[src/rtl/nestIrqPkg.sv]
package nestIrqPkg;
  // Strobes from control to datapath for one arbitration cycle
  typedef struct packed {
    logic takeHw;   // hardware winner accepted this cycle
    logic takeExc;  // software exception accepted this cycle
  } ctlStrobe_t;
endpackage

[src/rtl/icDatapath.sv]
module icDatapath
  import nestIrqPkg::*;
#(
  parameter int NUM_SRC = 16,
  parameter int VEC_W = 32,
  parameter int EXT_BASE = 8,
  parameter logic [NUM_SRC-1:0] FIXED_EDGE = '0,
  parameter int IDX_W = $clog2(NUM_SRC + 1)
) (
  input  logic               clk,
  input  logic               rstN,
  input  logic [NUM_SRC-1:0] irqIn,
  input  logic               maskWe,
  input  logic [NUM_SRC-1:0] maskData,
  input  logic               senseWe,
  input  logic [3:0]         senseData,
  input  logic               vecWe,
  input  logic [IDX_W-1:0]   vecIdx,
  input  logic [VEC_W-1:0]   vecData,
  input  logic [NUM_SRC-1:0] allowMask,
  input  ctlStrobe_t         strobe,
  output logic               candValid,
  output logic [NUM_SRC-1:0] candHot,
  output logic [VEC_W-1:0]   takeVec,
  output logic [IDX_W-1:0]   takeSrc
);
  localparam int NUM_VEC = NUM_SRC + 1;
  localparam int EXC_SLOT = NUM_SRC;

  logic [NUM_SRC-1:0] latchReg, maskReg, prevIrq, edgeSel, pend, clrHot, latchNext;
  logic [3:0]         senseReg;
  logic [IDX_W-1:0]   candIdx;
  logic [VEC_W-1:0]   vecTab [NUM_VEC];

  // Sensitivity per source: programmable window or fixed parameter bit
  for (genvar i = 0; i < NUM_SRC; i++) begin : gSense
    if (i >= EXT_BASE && i < EXT_BASE + 4) begin : gProg
      assign edgeSel[i] = senseReg[i - EXT_BASE];
    end else begin : gFixed
      assign edgeSel[i] = FIXED_EDGE[i];
    end
  end

  assign clrHot    = strobe.takeHw ? candHot : '0;
  assign latchNext = (edgeSel & ((latchReg & ~clrHot) | (irqIn & ~prevIrq)))
                   | (~edgeSel & irqIn);

  always_ff @(posedge clk or negedge rstN) begin
    if (!rstN) begin
      latchReg <= '0;
      prevIrq  <= '0;
      maskReg  <= '0;
      senseReg <= '0;
    end else begin
      latchReg <= latchNext;
      prevIrq  <= irqIn;
      if (maskWe)  maskReg  <= maskData;
      if (senseWe) senseReg <= senseData;
    end
  end

  // Candidate: lowest-index pending, enabled and allowed source
  assign pend      = latchReg & maskReg & allowMask;
  assign candHot   = pend & (~pend + NUM_SRC'(1));
  assign candValid = |pend;

  always_comb begin
    candIdx = '0;
    for (int i = NUM_SRC - 1; i >= 0; i--) begin
      if (pend[i]) candIdx = IDX_W'(i);
    end
  end

  always_ff @(posedge clk or negedge rstN) begin
    if (!rstN) begin
      for (int k = 0; k < NUM_VEC; k++) vecTab[k] <= '0;
      takeVec <= '0;
      takeSrc <= '0;
    end else begin
      if (vecWe && vecIdx <= IDX_W'(EXC_SLOT)) vecTab[vecIdx] <= vecData;
      if (strobe.takeExc) begin
        takeVec <= vecTab[EXC_SLOT];
        takeSrc <= '0;
      end else if (strobe.takeHw) begin
        takeVec <= vecTab[candIdx];
        takeSrc <= candIdx;
      end
    end
  end
endmodule

[src/rtl/icControl.sv]
module icControl
  import nestIrqPkg::*;
#(
  parameter int NUM_SRC = 16
) (
  input  logic               clk,
  input  logic               rstN,
  input  logic               nestEn,
  input  logic               excReq,
  input  logic               rtiIn,
  input  logic               candValid,
  input  logic [NUM_SRC-1:0] candHot,
  output ctlStrobe_t         strobe,
  output logic [NUM_SRC-1:0] allowMask,
  output logic               takeReq,
  output logic               abortPipe,
  output logic [NUM_SRC-1:0] activeStack
);
  logic [NUM_SRC-1:0] lowAct, popHot, pushHot;

  // Highest-priority entry in service
  assign lowAct = activeStack & (~activeStack + NUM_SRC'(1));

  // Nested: only indices below lowAct (all when idle). Non-nested: only when idle.
  assign allowMask = nestEn ? (lowAct - NUM_SRC'(1))
                            : ((activeStack == '0) ? '1 : '0);

  assign strobe.takeExc = excReq;
  assign strobe.takeHw  = candValid & ~excReq;

  assign popHot  = rtiIn ? lowAct : '0;
  assign pushHot = strobe.takeHw ? candHot : '0;

  always_ff @(posedge clk or negedge rstN) begin
    if (!rstN) begin
      activeStack <= '0;
      takeReq     <= 1'b0;
      abortPipe   <= 1'b0;
    end else begin
      activeStack <= (activeStack & ~popHot) | pushHot;
      takeReq     <= strobe.takeExc | strobe.takeHw;
      abortPipe   <= strobe.takeExc;
    end
  end
endmodule

[src/rtl/nestIrqCtrl.sv]
module nestIrqCtrl
  import nestIrqPkg::*;
#(
  parameter int NUM_SRC = 16,
  parameter int VEC_W = 32,
  parameter int EXT_BASE = 8,
  parameter logic [NUM_SRC-1:0] FIXED_EDGE = 16'hC000,
  localparam int IDX_W = $clog2(NUM_SRC + 1)
) (
  input  logic               clk,
  input  logic               rstN,
  input  logic [NUM_SRC-1:0] irqIn,
  input  logic               nestEn,
  input  logic               excReq,
  input  logic               rtiIn,
  input  logic               maskWe,
  input  logic [NUM_SRC-1:0] maskData,
  input  logic               senseWe,
  input  logic [3:0]         senseData,
  input  logic               vecWe,
  input  logic [IDX_W-1:0]   vecIdx,
  input  logic [VEC_W-1:0]   vecData,
  output logic               takeReq,
  output logic               abortPipe,
  output logic [VEC_W-1:0]   takeVec,
  output logic [IDX_W-1:0]   takeSrc,
  output logic [NUM_SRC-1:0] activeStack
);
  ctlStrobe_t         strobe;
  logic               candValid;
  logic [NUM_SRC-1:0] candHot, allowMask;

  icDatapath #(
    .NUM_SRC(NUM_SRC), .VEC_W(VEC_W), .EXT_BASE(EXT_BASE),
    .FIXED_EDGE(FIXED_EDGE), .IDX_W(IDX_W)
  ) uDp (
    .clk(clk), .rstN(rstN), .irqIn(irqIn),
    .maskWe(maskWe), .maskData(maskData),
    .senseWe(senseWe), .senseData(senseData),
    .vecWe(vecWe), .vecIdx(vecIdx), .vecData(vecData),
    .allowMask(allowMask), .strobe(strobe),
    .candValid(candValid), .candHot(candHot),
    .takeVec(takeVec), .takeSrc(takeSrc)
  );

  icControl #(.NUM_SRC(NUM_SRC)) uCtl (
    .clk(clk), .rstN(rstN), .nestEn(nestEn), .excReq(excReq), .rtiIn(rtiIn),
    .candValid(candValid), .candHot(candHot),
    .strobe(strobe), .allowMask(allowMask),
    .takeReq(takeReq), .abortPipe(abortPipe), .activeStack(activeStack)
  );
endmodule

[config.mk]
export PLATFORM = sky130hd
export DESIGN_NAME = nestIrqCtrl
export DESIGN_NICKNAME = d
export VERILOG_FILES = /design/src/rtl/nestIrqPkg.sv /design/src/rtl/icDatapath.sv /design/src/rtl/icControl.sv /design/src/rtl/nestIrqCtrl.sv
export SDC_FILE = /design/constraint.sdc
export NUM_CORES = 1
export LEC_CHECK = 0
export ABC_CLOCK_PERIOD_IN_PS = 4690
export BUFFER_PORTS_ARGS = -buffer_cell sky130_fd_sc_hd__buf_2
export CORE_MARGIN = 2
export CORE_UTILIZATION = 50
export DETAILED_ROUTE_END_ITERATION = 10
export GPL_TIMING_DRIVEN = 0
export HOLD_SLACK_MARGIN = 0.06
export PLACE_DENSITY = 0.67
export SYNTH_ARGS = -nofsm -noshare
export SYNTH_HDL_FRONTEND = slang
export SYNTH_SLANG_ARGS = --single-unit
[constraint.sdc]
create_clock -name clk -period 4.69 [get_ports clk]
set_clock_uncertainty 0.2 [all_clocks]
set_input_delay 0.2345 -clock clk [delete_from_list [all_inputs] [get_ports clk]]
set_output_delay 0.2345 -clock clk [all_outputs]
set_load 0.02 [all_outputs]
### Word-level counts from Yosys, hierarchy flattened

Index checks and enable logic that the tools add are counted.

* muxes and demuxes: 30
* bitwise logic cells: 23
* magnitude comparators: 4
* $add $sub $neg: 3
* reductions and logical operators: 5

Operator list (number)
* bitwise mux 544 bit: 1
* binary-select mux 32 bit (select 5 bit): 1
* demux 32 bit (select 5 bit): 1
* 2-to-1 mux 32 bit: 5
* bitwise AND 16 bit: 9
* inverter 16 bit: 6
* 2-to-1 mux 16 bit: 4
* 2-to-1 mux 4 bit: 16
* OR 16 bit: 3
* adder 16 x 1 -> 16 bit, second input constant: 2
* logical NOT 16 bit: 1
* OR reduction 16 bit: 1
* subtractor 16 x 1 -> 16 bit, second input constant: 1
* greater-or-equal comparator 6 bit, second input constant: 2
* 2-to-1 mux 5 bit: 2
* less-than comparator 6 x 1 -> 1 bit, second input constant: 1
* inverter 4 -> 6 bit: 1
* inverter 5 -> 6 bit: 1
* less-or-equal comparator 5 bit, second input constant: 1
* logical AND 1 bit: 2
* nonzero test 2 bit: 1
* bitwise AND 1 bit: 1
* inverter 1 bit: 1
* OR 1 bit: 1

* output and inout port bits: 55
* input bits: 81
* logic and storage cells: 91
* register bits: 651

### Depth between registers and ports, before layout

* depth after elaboration: 28
* mapped depth: 14
* mapped depth without buffers: 9

### Cells and area by module

From an unflattened synthesis, not the netlist that was laid out.

* cell total of the unflattened synthesis: 2371
* area, all modules: 28777.6 um2

By module, submodules not included
* icDatapath: times used 1, area each 27662.8 um2, cells an instance 2262, seq. area each 15564.9 um2
* icControl: times used 1, area each 1114.8 um2, cells an instance 109, seq. area each 450.4 um2

### Worst setup path before layout

Ideal clock, no wire load.

* kind: register to register
* start point: register uCtl.activeStack[3]
* end point: register uDp.takeVec[23]
* library setup time: 135 ps
* arrival time: 3299 ps
* path buffers: 4
* clock period less this slack: 3633 ps
* path slack: 1057 ps
* required time: 4355 ps
* cell stages (with the launch flop): 14
* cell sequence: dfrtp_1 buf_6 or4_1 buf_2 o31ai_2 and3_1 o31ai_1 a221o_2 nand2_2 buf_6 buf_2 mux2_2 o221ai_1 o211ai_1

* word-level cells in the longest chain between the ends: 28
* elaborated cells between the ends (all ways): 33
* those cells by class: add/sub (2); mux (23); bitwise (5); reduce/logical (3)

Ends and longest elaborated chain
* start: declaration: RTL line icControl.sv:17 `output logic [NUM_SRC-1:0] activeStack`
* start signal: assignment: RTL line icControl.sv:40 `activeStack <= (activeStack & ~popHot) | pushHot;`
* inverter 16 bit: RTL line icControl.sv:22 `assign lowAct = activeStack & (~activeStack + NUM_SRC'(1));`
* adder 16 x 1 -> 16 bit: RTL line icControl.sv:22
* bitwise AND 16 bit: RTL line icControl.sv:22
* subtractor 16 x 1 -> 16 bit: RTL line icControl.sv:25 `assign allowMask = nestEn ? (lowAct - NUM_SRC'(1))`
* 2-to-1 mux 16 bit (*): RTL line icControl.sv:25
* bitwise AND 16 bit (*): RTL line icDatapath.sv:63 `assign pend = latchReg & maskReg & allowMask;`
* 2-to-1 mux 4 bit (16 in a row): RTL line icDatapath.sv:70 `if (pend[i]) candIdx = IDX_W'(i);`
* inverter 4 -> 6 bit (implied by the code): RTL line icDatapath.sv:85 `takeVec <= vecTab[candIdx];`
* binary-select mux 32 bit (select 5 bit): RTL line icDatapath.sv:85
* 2-to-1 mux 32 bit (implied by the code) (2 in a row): RTL line icDatapath.sv:85
* 2-to-1 mux 32 bit: RTL line icDatapath.sv:84 `end else if (strobe.takeHw) begin`
* 2-to-1 mux 32 bit: RTL line icDatapath.sv:81 `if (strobe.takeExc) begin`
* end signal: assignment: RTL line icDatapath.sv:82 `takeVec <= vecTab[EXC_SLOT];`
* end signal: assignment: RTL line icDatapath.sv:85
* end: declaration: RTL line icDatapath.sv:24 `output logic [VEC_W-1:0] takeVec,`

Every way passes the cells marked *; elsewhere a longest branch is shown, timed or not. The select of a mux whose other input is x is not followed.
A chain may end at the register's enable or synchronous reset.

### Final worst setup path

* start point: register uCtl.activeStack[3]
* end point: register uDp.takeVec[31]

Same word-level chain as after synthesis.

==> impl_metrics.tcl <==
set metrics [dict create \
    clk_path_buf_depth 3 \
    drt_wl_total_mm 98.2 \
    hold_violations 0 \
    cp-start-kind "flip-flop" \
    synth_mux_area_frac 0.268 \
    seqCellArea_mm2 0.0160 \
    syn_area_mm2 0.0293 \
    total_power_mw 26.2 \
    vias_per_cell 6.41 \
    tns_ns 0 \
    critical_path_class "flip-flop to flip-flop" \
    overflow 0 \
    path_cells "buf_6, or4_1, buf_2, a221oi_1, o21ai_0, a21oi_1, a221o_2, buf_2, clkbuf_1, and3_1, a211oi_1, nor4_1, nand3b_1" \
    synthDistinctLibCells 72 \
    status "completed" \
    max_cap_violations 0 \
    synthArstFlopShare 1.00 \
    cp_data_required_time_ns 5.03 \
    start_util 0.506 \
    synth_compound_area_frac 0.0935 \
    avgSynthCellArea_um2 12.9 \
    cts.sinks 640 \
    grt_pass1_wl_mm 143 \
    io_pins 136 \
    ys.flop_type "dfrtp_1" \
    maxSlewHeadroom 0.0554 \
    multiInputGateArea_mm2 0.0125 \
    timing.final.crit_share 0.977 \
    cpMaxStageDelayCell "clkbuf_1" \
    power.density_mw_per_mm2 758 \
    setup_viol 0 \
    final_common_cell "dfrtp_1" \
    synth-seq-cells 640 \
    crit_arrival_ns 4.92 \
    htreeDepth 3 \
    vias 21700 \
    crit_path_end_kind "flip-flop" \
    layout_common_cells "640 x dfrtp_1, 592 x mux2_2, 159 x buf_2" \
    synth_top_family_by_area "multiplexers" \
    worst_pin_slew_ns 1.42 \
    area_growth_pct 18.1 \
    rsz0062_at_grt "true" \
    power.leakage_nw 15.9 \
    clock.fmax_mhz 218 \
    cp_common_cell "buf_2" \
    portBuffers 132 \
    rows 88 \
    path_buf_inv 4 \
    tritoncts "built" \
    synthXorXnorAreaFrac 0 \
    gp_congestion 0.923 \
    grt_max_degree 130 \
    clk_latency_ns 0.62 \
    crit_family "simple AND/OR/NAND/NOR gates" \
    n_fill_cell 4625 \
    fp.dieH_um 246 \
    synth_fa_ha_area_frac 0 \
    syn_nets 2341 \
    drc_errors 0 \
    core-area_mm2 0.0578 \
    drt_iter0_drc 2259 \
    hp-class "input pin to async pin" \
    dr.pass1.iters 6 \
    final_antenna_net_count 0 \
    ir_drop_v 0.000528 \
    wl_per_cell_um 29.0 \
    numCtsBuffers 70 \
    synth-edff-count 0 \
    netlist_instances 2260 \
    antenna_found_initial 3 \
    cp_slowest_stage_delay_ns 0.54 \
    path_clk_slew_ns 0.06 \
    die_area_mm2 0.0605 \
    synth_simple_gate_area_frac 0.0622 \
    ys.warnings.count 0 \
    min_period_ns 4.58 \
    final_max_slew_viol_count 0 \
    dieWidth_um 246 \
    cts_root_buf "clkbuf_16" \
    grt_pass1_vias 21900 \
    dp_hpwl_mm 64.4 \
    ys_seq_area_frac 0.547 \
    track_usage 0.324 \
    path_max_fanout 10 \
    drive_above_1_share 0.362 \
    layout.nets 2648 \
]
## tightest hold or removal path: cells and delay by family
family	cells	cell delay (ns)
buf+inv	3	1.06
## report_power, final
part,switching (mW),internal [mW]
sequential,0.668,6.68
clock,2.28,3.47
combinational,8.83,4.25
## final timing paths
check	startpoint	to	slack (ns)	depth (start not counted)
max	uCtl.activeStack[3]	uDp.takeVec[31]	0.11	13
min	rstN	uDp.maskReg[14]	0.04	3
max reg2reg	uCtl.activeStack[3]	uDp.takeVec[31]	0.11	13
min reg2reg	uDp.takeSrc[1]	uDp.takeSrc[1]	0.29	2
max in group asynchronous	rstN	uDp.vecTab[321]	2.55	5
min in group clk	irqIn[4]	uDp.latchReg[4]	0.09	2
## Yosys cell counts (6+ instances only)
| master | instances | area share |
|---|---|---|
| a211o_1 | 11 | 0.0033 |
| a211oi_1 | 61 | 0.016 |
| a21o_1 | 7 | 0.0018 |
| a21oi_1 | 14 | 0.0024 |
| a221o_1 | 11 | 0.0038 |
| a22o_1 | 7 | 0.0021 |
| a22oi_1 | 29 | 0.0074 |
| a31o_2 | 12 | 0.0036 |
| a31oi_1 | 35 | 0.0075 |
| a32o_1 | 23 | 0.0079 |
| and2_1 | 10 | 0.0021 |
| and3_1 | 77 | 0.016 |
| buf_1 | 35 | 0.0045 |
| buf_2 | 30 | 0.0051 |
| buf_4 | 7 | 0.0018 |
| clkbuf_1 | 113 | 0.014 |
| dfrtp_1 | 640 | 0.55 |
| inv_1 | 6 | 0.00077 |
| mux2_2 | 592 | 0.23 |
| mux2i_1 | 114 | 0.039 |
| nand2_1 | 96 | 0.012 |
| nand3_1 | 62 | 0.011 |
| nand3b_1 | 11 | 0.0028 |
| nand4_1 | 11 | 0.0024 |
| nor2_1 | 25 | 0.0032 |
| nor3_1 | 15 | 0.0026 |
| nor4_1 | 14 | 0.0030 |
| o211ai_1 | 13 | 0.0033 |
| o21ai_0 | 66 | 0.011 |
| o221ai_1 | 23 | 0.0069 |
| o31ai_1 | 9 | 0.0023 |
## sequential cells by signal (all words and copies together) (netlist names)
register,flops
uCtl.abortPipe,1
uCtl.activeStack,16
uCtl.takeReq,1
uDp.latchReg,16
uDp.maskReg,16
uDp.prevIrq,6
uDp.senseReg,4
uDp.takeSrc,4
uDp.takeVec,32
uDp.vecTab,544
## timing repair
item	CTS	global route
pin swaps	0	1
setup endpoints to repair	29	31
hold endpoints to repair	420	0
buffers inserted	0	4
hold buffers	93	0
gates resized for setup	17	47
## layout make-up
cell class,instances,share of cell area
sequential,640,0.464
inverter,6,0.000652
tap,765,0.0277
multi-input combinational,1423,0.361
timing repair buffer,236,0.0518
antenna,1,0.0000724
buffer,190,0.0254
clock inverter,17,0.00670
clock buffer,105,0.0628
## stage by stage
| step | util | setup slack (ns) | area, um^2 | std cells | hold slack [ns] |
|---|---|---|---|---|---|
| floorplan | - | 1.06 | 29300 | 2260 | -0.261 |
| global placement | 0.534 | -9.58 | 30900 | 3157 | 0.144 |
| detailed placement | 0.537 | -0.459 | 31000 | 3164 | -0.120 |
| CTS | 0.595 | 0.0130 | 34400 | 3379 | 0.0605 |
| global route | 0.598 | -0.00443 | 34500 | 3383 | 0.0685 |
| finish | 0.598 | 0.109 | 34500 | 3383 | 0.0396 |
## metal layers
metal  track usage  vias to the layer above  part of all wire
met5             0                        -           0.00013
met4         0.165                        2             0.055
met3        0.0802                      302             0.085
met2         0.518                     1075              0.47
met1         0.411                    11300              0.39
li1              -                     9048                 -
## kinds of logic (layout without fill, tap and decap cells)
| family | count (synthesis) | count (layout) |
|---|---|---|
| buffers and inverters | 197 | 554 |
| muxes | 708 | 708 |
| DFF | 640 | 640 |
| AOI/OAI and AO/OA | 366 | 366 |
| other | 1 | 2 |
| and+or+nand+nor | 348 | 348 |
Power figures use the tool's default switching activity.
